`config.mk`:
```
export PLATFORM = sky130hd
export DESIGN_NAME = wake_sequencer
export DESIGN_NICKNAME = d
export VERILOG_FILES = /design/src/rtl/wake_seq_pkg.sv /design/src/rtl/wake_event_detect.sv /design/src/rtl/seq_down_timer.sv /design/src/rtl/wake_sequencer.sv
export SDC_FILE = /design/constraint.sdc
export NUM_CORES = 1
export LEC_CHECK = 0
export ABC_AREA = 1
export CAP_MARGIN = 20
export CORE_ASPECT_RATIO = 1.25
export CORE_UTILIZATION = 50
export CTS_CLUSTER_DIAMETER = 40
export DETAILED_ROUTE_END_ITERATION = 7
export GPL_ROUTABILITY_DRIVEN = 1
export PLACE_DENSITY = 0.64
export RECOVER_POWER = 25
export SLEW_MARGIN = 20
export SYNTH_ARGS = -nofsm -noshare
export SYNTH_HDL_FRONTEND = slang
export SYNTH_HIERARCHICAL = 1
export SYNTH_SLANG_ARGS = --single-unit
```
`constraint.sdc`:
```
create_clock -name clk -period 4.24 [get_ports clk]
set_input_delay 0.848 -clock clk [delete_from_list [all_inputs] [get_ports clk]]
set_output_delay 0.848 -clock clk [all_outputs]
set_load 0.05 [all_outputs]
```
`src/rtl/wake_seq_pkg.sv`:
```
package wake_seq_pkg;

  typedef enum logic [1:0] {
    ST_IDLE   = 2'd0,
    ST_DOWN   = 2'd1,
    ST_SETTLE = 2'd2,
    ST_RUN    = 2'd3
  } seq_state_e;

  typedef enum logic [1:0] {
    CAUSE_RESET = 2'd0,
    CAUSE_SYNC  = 2'd1,
    CAUSE_PWRUP = 2'd2
  } wake_cause_e;

  // Settle length between the recognition edge and the first word strobe.
  function automatic int unsigned settle_cycles(
    input wake_cause_e cause,
    input logic        filt_on,
    input int unsigned rst_len,
    input int unsigned sync_len,
    input int unsigned pwr_len,
    input int unsigned period
  );
    if (!filt_on) return period;
    case (cause)
      CAUSE_RESET: return rst_len;
      CAUSE_PWRUP: return pwr_len;
      default:     return sync_len;
    endcase
  endfunction

  function automatic int unsigned max_of4(
    input int unsigned a,
    input int unsigned b,
    input int unsigned c,
    input int unsigned d
  );
    int unsigned m;
    m = a;
    if (b > m) m = b;
    if (c > m) m = c;
    if (d > m) m = d;
    return m;
  endfunction

endpackage

```
`src/rtl/wake_event_detect.sv`:
```
module wake_event_detect #(
  parameter int unsigned REL_DELAY = 2
) (
  input  logic clk,
  input  logic rst_n,
  input  logic sync_i,
  input  logic pwdn_n_i,
  output logic start_evt,
  output logic sync_evt,
  output logic pwrup_evt
);

  logic [REL_DELAY:0] rel_q;
  logic               sync_q;
  logic               pwdn_q;

  // Release pipeline: fills with ones once reset is gone.
  always_ff @(posedge clk or negedge rst_n) begin
    if (!rst_n) rel_q <= '0;
    else        rel_q <= {rel_q[REL_DELAY-1:0], 1'b1};
  end

  always_ff @(posedge clk or negedge rst_n) begin
    if (!rst_n) begin
      sync_q <= 1'b0;
      pwdn_q <= 1'b1;
    end else begin
      sync_q <= sync_i;
      pwdn_q <= pwdn_n_i;
    end
  end

  assign start_evt = rel_q[REL_DELAY-1] & ~rel_q[REL_DELAY];
  assign sync_evt  = sync_i & ~sync_q;
  assign pwrup_evt = pwdn_n_i & ~pwdn_q;

  a_r2_start_once: assert property (@(posedge clk) disable iff (!rst_n)
    start_evt |=> !start_evt);

  a_r11_sync_single: assert property (@(posedge clk) disable iff (!rst_n)
    sync_evt |=> !sync_evt);

endmodule

```
`src/rtl/seq_down_timer.sv`:
```
module seq_down_timer #(
  parameter int unsigned W = 8
) (
  input  logic         clk,
  input  logic         rst_n,
  input  logic         clr_i,
  input  logic         load_i,
  input  logic [W-1:0] load_val_i,
  output logic         expired_o
);

  logic [W-1:0] cnt_q;
  logic         run_q;

  always_ff @(posedge clk or negedge rst_n) begin
    if (!rst_n) begin
      cnt_q <= '0;
      run_q <= 1'b0;
    end else if (clr_i) begin
      cnt_q <= '0;
      run_q <= 1'b0;
    end else if (load_i) begin
      cnt_q <= load_val_i;
      run_q <= 1'b1;
    end else if (run_q && (cnt_q != '0)) begin
      cnt_q <= cnt_q - 1'b1;
    end
  end

  assign expired_o = run_q && (cnt_q == '0);

  a_r6_idle_silent: assert property (@(posedge clk) disable iff (!rst_n)
    (clr_i && !load_i) |=> !expired_o);

endmodule

```
`src/rtl/wake_sequencer.sv`:
```
module wake_sequencer
  import wake_seq_pkg::*;
#(
  parameter int unsigned RST_SETTLE  = 988205,
  parameter int unsigned SYNC_SETTLE = 5161,
  parameter int unsigned PWR_SETTLE  = 5168,
  parameter int unsigned WORD_PERIOD = 64,
  parameter int unsigned REL_DELAY   = 2
) (
  input  logic clk,
  input  logic rst_n,
  input  logic sync_i,
  input  logic pwdn_n_i,
  input  logic mode_i,
  output logic cal_busy_o,
  output logic filt_restart_o,
  output logic out_en_o,
  output logic word_stb_o
);

  localparam int unsigned MAX_SETTLE =
    max_of4(RST_SETTLE, SYNC_SETTLE, PWR_SETTLE, WORD_PERIOD);
  localparam int unsigned SW = $clog2(MAX_SETTLE + 1);
  localparam int unsigned PW = $clog2(WORD_PERIOD + 1);

  // Named internal events, used by the assertions below.
  logic start_evt, sync_evt, pwrup_evt;
  logic settle_exp, cad_exp;

  seq_state_e  state_q, state_d;
  logic        stb_q, stb_d;
  logic        restart_q, restart_d;
  logic        cal_q, cal_d;
  logic        wake_go;
  wake_cause_e wake_cause;

  logic          st_load, st_clr, cad_load, cad_clr;
  logic [SW-1:0] st_val;

  wake_event_detect #(.REL_DELAY(REL_DELAY)) u_detect (
    .clk       (clk),
    .rst_n     (rst_n),
    .sync_i    (sync_i),
    .pwdn_n_i  (pwdn_n_i),
    .start_evt (start_evt),
    .sync_evt  (sync_evt),
    .pwrup_evt (pwrup_evt)
  );

  seq_down_timer #(.W(SW)) u_settle (
    .clk        (clk),
    .rst_n      (rst_n),
    .clr_i      (st_clr),
    .load_i     (st_load),
    .load_val_i (st_val),
    .expired_o  (settle_exp)
  );

  seq_down_timer #(.W(PW)) u_cadence (
    .clk        (clk),
    .rst_n      (rst_n),
    .clr_i      (cad_clr),
    .load_i     (cad_load),
    .load_val_i (PW'(WORD_PERIOD - 1)),
    .expired_o  (cad_exp)
  );

  // Event arbitration: reset start, then power-up, then sync.
  always_comb begin
    wake_go    = 1'b0;
    wake_cause = CAUSE_SYNC;
    if (start_evt) begin
      wake_go    = 1'b1;
      wake_cause = CAUSE_RESET;
    end else if (pwrup_evt && (state_q != ST_IDLE)) begin
      wake_go    = 1'b1;
      wake_cause = CAUSE_PWRUP;
    end else if (sync_evt && !cal_q &&
                 ((state_q == ST_SETTLE) || (state_q == ST_RUN))) begin
      wake_go    = 1'b1;
      wake_cause = CAUSE_SYNC;
    end
  end

  always_comb begin
    state_d   = state_q;
    stb_d     = 1'b0;
    restart_d = 1'b0;
    cal_d     = cal_q;
    st_load   = 1'b0;
    st_clr    = 1'b0;
    st_val    = '0;
    cad_load  = 1'b0;
    cad_clr   = 1'b0;
    if (!pwdn_n_i) begin
      state_d = ST_DOWN;
      cal_d   = 1'b0;
      st_clr  = 1'b1;
      cad_clr = 1'b1;
    end else if (wake_go) begin
      state_d   = ST_SETTLE;
      st_load   = 1'b1;
      st_val    = SW'(settle_cycles(wake_cause, mode_i, RST_SETTLE,
                                    SYNC_SETTLE, PWR_SETTLE, WORD_PERIOD) - 1);
      cad_clr   = 1'b1;
      restart_d = mode_i;
      cal_d     = mode_i && (wake_cause == CAUSE_RESET);
    end else if ((state_q == ST_SETTLE) && settle_exp) begin
      state_d  = ST_RUN;
      stb_d    = 1'b1;
      st_clr   = 1'b1;
      cad_load = 1'b1;
      cal_d    = 1'b0;
    end else if ((state_q == ST_RUN) && cad_exp) begin
      stb_d    = 1'b1;
      cad_load = 1'b1;
    end
  end

  always_ff @(posedge clk or negedge rst_n) begin
    if (!rst_n) begin
      state_q   <= ST_IDLE;
      stb_q     <= 1'b0;
      restart_q <= 1'b0;
      cal_q     <= 1'b0;
    end else begin
      state_q   <= state_d;
      stb_q     <= stb_d;
      restart_q <= restart_d;
      cal_q     <= cal_d;
    end
  end

  assign cal_busy_o     = cal_q;
  assign filt_restart_o = restart_q;
  assign out_en_o       = (state_q == ST_RUN);
  assign word_stb_o     = stb_q;

  a_r6_strobe_narrow: assert property (@(posedge clk) disable iff (!rst_n)
    word_stb_o |=> !word_stb_o);

  a_r7_strobe_enabled: assert property (@(posedge clk) disable iff (!rst_n)
    word_stb_o |-> out_en_o);

  a_r7_enable_first_word: assert property (@(posedge clk) disable iff (!rst_n)
    $rose(out_en_o) |-> word_stb_o);

  a_r2_cal_not_enabled: assert property (@(posedge clk) disable iff (!rst_n)
    cal_busy_o |-> !out_en_o);

  a_r3_restart_not_enabled: assert property (@(posedge clk) disable iff (!rst_n)
    filt_restart_o |-> !out_en_o);

  a_r4_down_quiet: assert property (@(posedge clk) disable iff (!rst_n)
    !pwdn_n_i |=> (!out_en_o && !word_stb_o && !cal_busy_o));

  a_r9_cal_runs_out: assert property (@(posedge clk) disable iff (!rst_n)
    (cal_busy_o && pwdn_n_i) |=> (cal_busy_o || word_stb_o));

endmodule

```
* Word-level counts from Yosys, hierarchy flattened
Index checks and enable logic that the tools add are counted.
** Storage, ports and cells
- Register bits :: 39
- Output and inout bits :: 4
** Cells by class
- Muxes and demuxes :: 43
- Eq/ne operators :: 4
- Reductions and logical operators :: 22
- Add/sub/neg operators :: 3
- Bitwise gates (word level) :: 6
** Operator list (number)
- 20-bit 2-to-1 mux :: 8
- 20-bit case mux with 2 select lines :: 1
- 20-bit by 1-bit subtractor with 20-bit output, second input constant :: 2
- 7-bit 2-to-1 mux :: 4
- 1-bit 2-to-1 mux :: 25
- 20-bit logical NOT :: 1
- 20-bit nonzero test :: 1
- 1-bit logical AND :: 10
- 2-bit 2-to-1 mux :: 5
- 7-bit logical NOT :: 1
- 7-bit nonzero test :: 1
- 7-bit by 1-bit subtractor with 7-bit output, second input constant :: 1
- 2-bit equality test, second input constant :: 3
- 2-bit nonzero test :: 3
- 3-bit nonzero test :: 2
- 1-bit bitwise AND :: 3
- 3-bit by 1-bit inequality test with 1-bit output, second input constant :: 1
- 1-bit NOT :: 3
- 2-bit logical NOT :: 1
- 1-bit logical NOT :: 1
- 1-bit logical OR :: 1

* Logic depth before layout (Yosys ltp)
Gate-level depths: netlist of run 1.
- Depth in word-level cells :: 17
- Mapped depth :: 17
- Mapped depth without buffers :: 16

* Cells and area by module
The synthesis of run 1 kept the hierarchy.
** By module, submodules not included
- seq_down_timer (u_settle) :: area each 1699.1 um^2, cells each 264, sequential area each 525.5 um^2, instances 1
- seq_down_timer (u_cadence) :: area each 601.8 um^2, cells each 78, sequential area each 200.2 um^2, instances 1
- wake_sequencer :: area each 384.1 um^2, cells each 53, sequential area each 125.1 um^2, instances 1
- wake_event_detect :: area each 160.2 um^2, cells each 12, sequential area each 126.4 um^2, instances 1

* Worst setup path after synthesis of run 1
OpenSTA, ideal clock, no wires.
- Path kind :: input to register
- Start :: input port sync_i
- End :: register u_settle.cnt_q[12]
- Stages :: 11
- Slack :: 2.024 ns
- Data required time :: 4.164 ns
- Data arrival time :: 2.140 ns
- Cells stage by stage :: inv_1 -> nor2_2 -> nand3b_1 -> nand3_4 -> nand2_4 -> inv_1 -> inv_1 -> buf_2 -> buf_1 -> nand4_1 -> o21ai_1
** On the way
- Cells in the longest elaborated chain, start to end :: 10
- Elaborated cells between the ends (all ways) :: 15
** RTL lines
- start, declared :: RTL line wake_sequencer.sv:12 : input logic sync_i,
- 1-bit bitwise AND * :: RTL line wake_event_detect.sv:34 : assign sync_evt = sync_i & ~sync_q;
- named net sync_evt :: RTL line wake_sequencer.sv:27 : logic start_evt, sync_evt, pwrup_evt;
- 1-bit logical AND * (2 in series) :: RTL line wake_sequencer.sv:78 : end else if (sync_evt && !cal_q &&
- 1-bit 2-to-1 mux * :: RTL line wake_sequencer.sv:78
- 1-bit 2-to-1 mux * :: RTL line wake_sequencer.sv:75 : end else if (pwrup_evt && (state_q != ST_IDLE)) begin
- 1-bit 2-to-1 mux * :: RTL line wake_sequencer.sv:72 : if (start_evt) begin
- 1-bit 2-to-1 mux * :: RTL line wake_sequencer.sv:100 : end else if (wake_go) begin
- 1-bit 2-to-1 mux * :: RTL line wake_sequencer.sv:95 : if (!pwdn_n_i) begin
- named net st_load :: RTL line wake_sequencer.sv:37 : logic st_load, st_clr, cad_load, cad_clr;
- 20-bit 2-to-1 mux :: RTL line seq_down_timer.sv:22 : end else if (load_i) begin
- 20-bit 2-to-1 mux :: RTL line seq_down_timer.sv:19 : end else if (clr_i) begin
- end signal, assigned :: RTL line seq_down_timer.sv:23 : cnt_q <= load_val_i;
- end signal, assigned :: RTL line seq_down_timer.sv:26 : cnt_q <= cnt_q - 1'b1;
- end, declared :: RTL line seq_down_timer.sv:12 : logic [W-1:0] cnt_q;
The timed path passes the listed nets; every way through them passes the cells marked *.
A chain may end at the register's enable or synchronous reset.

* Worst setup path in the final report of run 1
- Start :: input port pwdn_n_i
- End :: register u_settle.cnt_q[13]
** On the way
- Elaborated cells between the ends (all ways) :: 22
** RTL lines
- start, declared :: RTL line wake_sequencer.sv:13 : input logic pwdn_n_i,
- 1-bit bitwise AND * :: RTL line wake_event_detect.sv:35 : assign pwrup_evt = pwdn_n_i & ~pwdn_q;
- named net pwrup_evt :: RTL line wake_sequencer.sv:27
- 1-bit logical AND * :: RTL line wake_sequencer.sv:75
- 1-bit 2-to-1 mux * :: RTL line wake_sequencer.sv:75
- 1-bit 2-to-1 mux * :: RTL line wake_sequencer.sv:72
- 1-bit 2-to-1 mux * :: RTL line wake_sequencer.sv:100
- 1-bit 2-to-1 mux * :: RTL line wake_sequencer.sv:95
- named net st_load :: RTL line wake_sequencer.sv:37
- 20-bit 2-to-1 mux :: RTL line seq_down_timer.sv:22
- 20-bit 2-to-1 mux :: RTL line seq_down_timer.sv:19
The timed path passes the listed nets; every way through them passes the cells marked *. The select of a mux whose other input is x is not followed.

==> results of run 1 <==
layout by cell type (no fill, tap or decap):
cell type,Yosys,routed
inv_2,5,5
nand2_1,99,99
nand4_1,26,26
nand2_4,6,6
nor2_2,11,11
nand4_4,1,1
or2_2,4,4
ha_1,6,6
clkbuf_1,5,2
dfstp_2,1,1
a21o_1,2,2
inv_1,41,41
mux2i_1,1,1
o21ai_1,14,14
dlygate4sd3_1,0,2
nor2_8,2,2
clkdlybuf4s50_1,0,5
nand3b_1,5,5
nor2_4,3,3
a21oi_1,5,5
xor2_1,4,4
o21a_1,1,1
nand2_2,3,3
o21ai_0,11,11
nand3_1,42,42
nor2_1,56,56
conb_1,3,16
o21ai_2,1,1
a21oi_2,1,1
buf_4,3,4
clkbuf_8,0,5
nand3_4,2,2
dfrtp_1,38,38
bufinv_16,0,2
power by group through the flow:
stage / combinational (µW) / sequential [µW] / clock, µW
final: 1460 / 585 / 367
after CTS: 1460 / 583 / 383
after global routing: 1680 / 599 / 395
after detailed placement: 1460 / 589 / 0
after global placement: 1450 / 589 / 0
after floorplan: 1210 / 554 / 0
flip-flops by register name, summed over array words and instances (netlist names):
signal,flops
u_cadence/cnt_q,7
u_settle/run_q,1
filt_restart_o,1
u_detect/pwdn_q,1
u_detect/rel_q,3
u_cadence/run_q,1
u_detect/sync_q,1
cal_busy_o,1
word_stb_o,1
state_q,2
u_settle/cnt_q,20
routing by layer:
metal  global-route usage  share of wire  vias to the layer above
li1                     -              -                     1332
met1                0.301           0.45                     1159
met2                0.430           0.52                       33
met3               0.0314          0.024                        5
met4               0.0686          0.010                        0
met5                    0              0                        -
cells by family after synthesis:
group	count (synthesis)	share of synthesized area
AOI/OAI and AO/OA	35	0.0668
xor gates and xnor gates	4	0.0123
adders and majority gates	6	0.0264
buffers and inverters	59	0.0858
DFF	39	0.343
muxes	1	0.00352
other	3	0.00396
and+or+nand+nor	260	0.458
synth_stat cells, drive strengths merged:
master  instances
a21o            2
a21oi           6
buf             8
clkbuf          5
conb            3
dfrtp          38
dfstp           1
ha              6
inv            46
mux2i           1
nand2         108
nand3          44
nand3b          5
nand4          27
nor2           72
o21a            1
o21ai          26
or2             4
xor2            4
metrics by stage:
stage	hold WS [ns]	std cells	area (µm²)	util	setup WS, ns
after floorplan	0.331	420	2890	-	2.02
after global placement	0.341	483	3010	0.553	0.855
after detailed placement	0.345	483	3010	0.553	0.760
after CTS	0.364	491	3140	0.577	1.06
after global routing	0.369	491	3140	0.577	0.789
final	0.361	491	3140	0.577	0.966
worst max-delay path by stage:
stage                         endpoint  slack [ns]  cells after the start
CTS                 u_settle/cnt_q[11]        1.06                     15
detailed placement  u_settle/cnt_q[11]        0.76                     15
floorplan           u_settle/cnt_q[12]        2.02                     11
global route        u_settle/cnt_q[13]        0.79                     15
finish              u_settle/cnt_q[13]        0.97                     15
global placement    u_settle/cnt_q[11]        0.85                     15
worst register-to-register path, stage by stage (launching register included):
cell,delay (ns)
dfstp_2,0.54
nor2_2,0.05
nand2_4,0.08
nand3_4,0.09
nand2_4,0.12
inv_1,0.05
buf_4,0.17
inv_1,0.35
buf_4,0.34
nand4_4,0.17
nand2_4,0.19
inv_2,0.08
nand2_1,0.07
nand2_1,0.05
layout make-up:
type / count / area [µm²] / share of cell area
Multi-Input combinational cell: 322 / 1670 / 0.533
Inverter: 46 / 173 / 0.0550
Sequential cell: 39 / 977 / 0.311
Clock inverter: 2 / 60.1 / 0.0191
Clock buffer: 6 / 72.6 / 0.0231
Timing Repair Buffer: 12 / 104 / 0.0331
Tap cell: 64 / 80.1 / 0.0255
==> key figures, run 1 <==
Outcome
  • Status: complete, but fails checks
  • Violated checks: capacitance limit, slew limit

Worst setup path
  • Startpoint type of the worst setup path: input port
  • Worst setup EP type: register
  • Crit Reg-Reg Endpoint: u_settle/cnt_q[13]
  • CP Data Required Time: approximately 4.4 ns
  • Setup CP Type: in -> reg
  • CP Cell Sequence: dlygate4sd3_1, inv_1, nor2_2, nand2_4, nand3_4, nand2_4, inv_1, buf_4, inv_1, buf_4, nand4_4, nand2_4, inv_2, nand2_1, nand2_1
  • Crit path from: pwdn_n_i
  • Buffers plus inverters on the worst setup path: 7
  • Worst R2R Start: u_detect/pwdn_q
  • CP arrival: ~3.5 ns
  • R2R cell count: 13
  • FF-to-FF setup slack: roughly 1.8 ns
  • Cell family with most CP delay: buffers and inverters
  • Critical path peak fanout: 21
  • CP max stage cell: dlygate4sd3_1
  • CP max stage delay: between 0.6 and 0.7 ns

GRT
  • First-pass GRT wire length: around 11000 µm
  • Tot GR Track Use: 0.240
  • Antenna violations before repair: 0
  • Overflow after GRT: 0
  • Largest net degree at the start of global routing: 40
  • Number of global-route vias before repair: about 2400

Timing
  • Fin crit period: about 3.3 ns
  • Worst Skew: ~0.0028 ns
  • Final hold vios: 0
  • Post-route setup TNS: 0 ns
  • Final period util: 0.772
  • RSZ-0062 raised after global routing: no
  • Fmax achieved: roughly 0.31 GHz
  • Setup-failing EPs final: 0
  • Worst slew margin: -0.448
  • Slew Viols, Final: 40
  • Worst Max-Slew Pin Slew: 2.17 ns

Die
  • Chip height: 86.3 µm
  • Initial Util: 0.523
  • Die W: just under 70 µm
  • Core Box Area: ~0.0054 mm²
  • # IOs: 9
  • Floorplan row count: 30
  • Die ar.: ~0.0060 mm²

Final layout
  • Diode count: 0
  • Area Overhead vs Synth: 10.3%
  • Fillcell total: 539
  • Nets: roughly 440
  • Fraction of layout cells with a size suffix above 1: 0.119

Detailed routing
  • Via count: 2529
  • DR vias/cell: 5.15
  • DRC: 0
  • Routed wire length: roughly 6600 µm
  • First-pass detailed-route iteration total: 4
  • DRT iter0 DRCs: 137
  • Final ANT Viol Nets: 0
  • WL/cell: between 10 and 15 µm

Worst hold path
  • Hold endpoint: u_detect/rel_q[1]
  • Worst Hold Depth: 0
  • Hold Path Origin: u_detect/rel_q[0]
  • HP Class: reg -> reg

Placed design
  • Port Buf Inserts: 8
  • HPWL after DPL: between 4000 and 5000 µm
  • RePlAce Congestion: 0.939

Clocking
  • CTS resizes: 0
  • # hold bufs at CTS: 0
  • CTS tree: yes
  • Clock slew at reported path FFs: roughly 0.080 ns
  • Clock tree sinks: 39
  • CTS Buffer Depth: 2
  • Clock root buffer: clkbuf_8
  • Post-CTS Setup Inserts: 0
  • TritonCTS Buffers: 5
  • H-tree Lvls: 2
  • Clk_lat worst skew: 0.29 ns

Power and ir drop
  • Logic pwr share: 0.605
  • Post-route total power: about 2400 µW
  • Leak: between 0.0015 and 0.002 µW
  • Clock network power share: 0.152
  • PwrDens: 768 mW/mm²
  • Switching power: around 1200 µW
  • Peak supply drop: 0.000582 V
  • Sequential share of power: 0.243
  • Switching Share: 0.499
  • Int Pwr: roughly 1200 µW

Logic synthesis
  • Post-synthesis cell count: 407
  • Yosys cell types: 33
  • YS warnings: 6
  • Dominant cells by area after synthesis: dfrtp_1 (33%), nand2_1 (13%), nand3_1 (7.4%), nor2_1 (7.4%), nand4_1 (5.7%)
  • Most area-hungry cell type in the Yosys netlist: dfrtp_1
  • Top-area cell type share of the netlist area: 0.334
  • Yosys reg bits: 39
  • Sequential-to-total area share from yosys stat: 0.343
  • Synthesized area: 0.00285 mm²
  • Mean Syn Cell Area: between 6 and 7 µm²

Job
  • Max cap viols: 1
(Power assumes the default switching activity.)
==> run 2: changes to the inputs <==
- PLACE_DENSITY: 0.64 -> 0.67
- clock period: 4.24 -> 2.8 ns (I/O delays scaled with it)
==> key figures, run 2 (synthesis gave the netlist of run 1 again) <==
Final layout
  • Post-route cell area: ~0.0031 mm²
  • Nets: 440
  • Fraction of layout cells with a size suffix above 1: 0.128
  • Most frequent cells in the layout: nand2_1 (99), nor2_1 (55), nand3_1 (42)
  • Most common cell after layout, fill and taps aside: nand2_1
  • Area Overhead vs Synth: 10.1%
  • Biggest register: u_settle/cnt_q
  • Diode count: 0
  • Largest register FFs: 20
  • Top flop regs: u_settle/cnt_q: 20 flops, u_cadence/cnt_q: 7 flops, u_detect/rel_q: 3 flops

Power and ir drop
  • PwrDens: ~1100 mW/mm²
  • Switching power: approximately 1800 µW
  • Int Pwr: 1700 µW
  • Peak supply drop: ~0.00081 V
  • Logic pwr share: 0.625
  • Switching Share: 0.515
  • Clock network power share: 0.125
  • Sequential share of power: 0.250
  • Leak: 0.00168 µW

GRT
  • Overflow after GRT: 0
  • Antenna violations before repair: 0
  • Tot GR Track Use: 0.234
  • Number of global-route vias before repair: around 2400
  • First-pass GRT wire length: 11100 µm
  • Largest net degree at the start of global routing: 40

Detailed routing
  • DR vias/cell: 5.15
  • Final ANT Viol Nets: 0
  • WL/cell: approximately 13 µm
  • DRT iter0 DRCs: between 100 and 150
  • First-pass detailed-route iteration total: 4
  • DRC: 0
  • Routed wire length: between 6000 and 7000 µm
  • Via count: 2543

Clocking
  • # hold bufs at CTS: 0
  • Clock slew at reported path FFs: roughly 0.08 ns
  • Clock tree sinks: 39
  • CTS Buffer Depth: 2
  • H-tree Lvls: 2
  • Post-CTS Setup Inserts: 0
  • Clock root buffer: clkbuf_8
  • Clk_lat worst skew: 0.30 ns
  • CTS tree: yes
  • TritonCTS Buffers: 5

Worst setup path
  • Most frequent cell on the critical path: inv_1
  • CP Cell Sequence: dlygate4sd3_1, inv_1, nor2_2, nand3b_1, nand3_4, nand2_4, inv_1, inv_1, buf_4, nand4_4, nand2_4, inv_2, nand2_1, nand2_1
  • CP max stage delay: around 0.55 ns
  • CP Data Required Time: 2.98 ns
  • Worst setup EP type: register
  • Cell family with most CP delay: buffers and inverters
  • Startpoint type of the worst setup path: input port
  • Critical path peak fanout: 12
  • Buffers plus inverters on the worst setup path: 6
  • Setup CP Type: in -> reg
  • CP arrival: around 2.6 ns
  • CP max stage cell: dlygate4sd3_1

Die
  • Die W: 69.5 µm
  • Initial Util: 0.523
  • Core Box Area: 0.00544 mm²
  • Die ar.: roughly 0.006 mm²
  • Floorplan row count: 30
  • # IOs: 9
  • Chip height: 86.3 µm

Job
  • Max cap viols: 1

Timing
  • Fmax achieved: a little over 0.4 GHz
  • Worst Max-Slew Pin Slew: 2.16 ns
  • Worst slew margin: -0.439
  • Final hold vios: 0
  • Setup-failing EPs final: 0
  • Final period util: 0.859
  • Fin crit period: 2.40 ns
  • RSZ-0062 raised after global routing: no
  • Worst Skew: between 0.009 and 0.01 ns
  • Post-route setup TNS: 0 ns
  • Slew Viols, Final: 40

Outcome
  • Violated checks: capacitance limit, slew limit
  • Status: complete, but fails checks

Worst hold path
  • HP Class: reg -> reg

Placed design
  • Dpl cell area: about 0.0030 mm²
  • RePlAce Congestion: just under 0.9
  • HPWL after DPL: roughly 4700 µm
  • Port Buf Inserts: 8
[run 2: metrics by stage]
| step | hold slack [ns] | util | power [µW] | worst slack [ns] | cells |
|---|---|---|---|---|---|
| after floorplan | 0.264 | - | 2680 | 0.791 | 420 |
| after global placement | 0.332 | 0.557 | 3050 | 0.238 | 486 |
| after detailed placement | 0.341 | 0.557 | 3080 | 0.207 | 486 |
| after CTS | 0.360 | 0.576 | 3520 | 0.205 | 494 |
| after global routing | 0.373 | 0.575 | 3910 | 0.146 | 494 |
| final | 0.357 | 0.575 | 3500 | 0.396 | 494 |
[run 2: per-layer routing]
| layer | GRT usage | vias up | part of all wire | wire [µm] |
|---|---|---|---|---|
| met1 | 0.278 | 1152 | 0.44 | 2820 |
| met3 | 0.0372 | 12 | 0.031 | 198 |
| li1 | - | 1340 | - | - |
| met5 | 0 | - | 0 | 0 |
| met4 | 0.0816 | 0 | 0.021 | 133 |
| met2 | 0.426 | 39 | 0.51 | 3280 |
[run 2: path summary, 6_finish.rpt]
path	depth (start not counted)	slack, ns	start	end
max	14	0.40	sync_i	u_settle/cnt_q[8]
min	0	0.36	u_detect/rel_q[0]	u_detect/rel_q[1]
max reg2reg	15	0.44	u_settle/cnt_q[0]	u_cadence/cnt_q[6]
min reg2reg	0	0.36	u_detect/rel_q[0]	u_detect/rel_q[1]
max in group asynchronous	1	0.68	rst_n	u_settle/cnt_q[6]
min in group asynchronous	1	0.88	rst_n	u_cadence/cnt_q[5]
[run 2: worst register-to-register path: cells and delay by family, from the launching register on]
family / cells / cell delay, ns
flops: 1 / 0.40
compound gates: 1 / 0.06
simple gates: 11 / 1.35
buf+inv: 2 / 0.28
fa+ha+maj: 1 / 0.17
[run 2: repair_timing]
action / CTS / global route
setup endpoints to repair: 0 / 6
endpoints found under the hold margin: 0 / 0
resized for setup: 0 / 1
[run 2: cell type report]
class,instances,area [µm²]
inverters,46,173
repair buffers,15,123
multi-input cells,322,1680
clock inverters,1,7.51
clock buffers,7,96.3
flip-flops and latches,39,977
well taps,64,80.1
fillers,530,2310
[run 2: power groups by stage]
stage	logic (µW)	clock network (µW)	registers (µW)
finish	2190	438	875
global placement	2170	0	881
CTS	2200	451	873
floorplan	1840	0	839
detailed placement	2190	0	883
global route	2550	468	896
==> run 3: changes to the inputs <==
- GPL_ROUTABILITY_DRIVEN: 1 -> 0
==> results of run 3 <==
No change in the layout: final DEF, timing and power equal those of run 2.
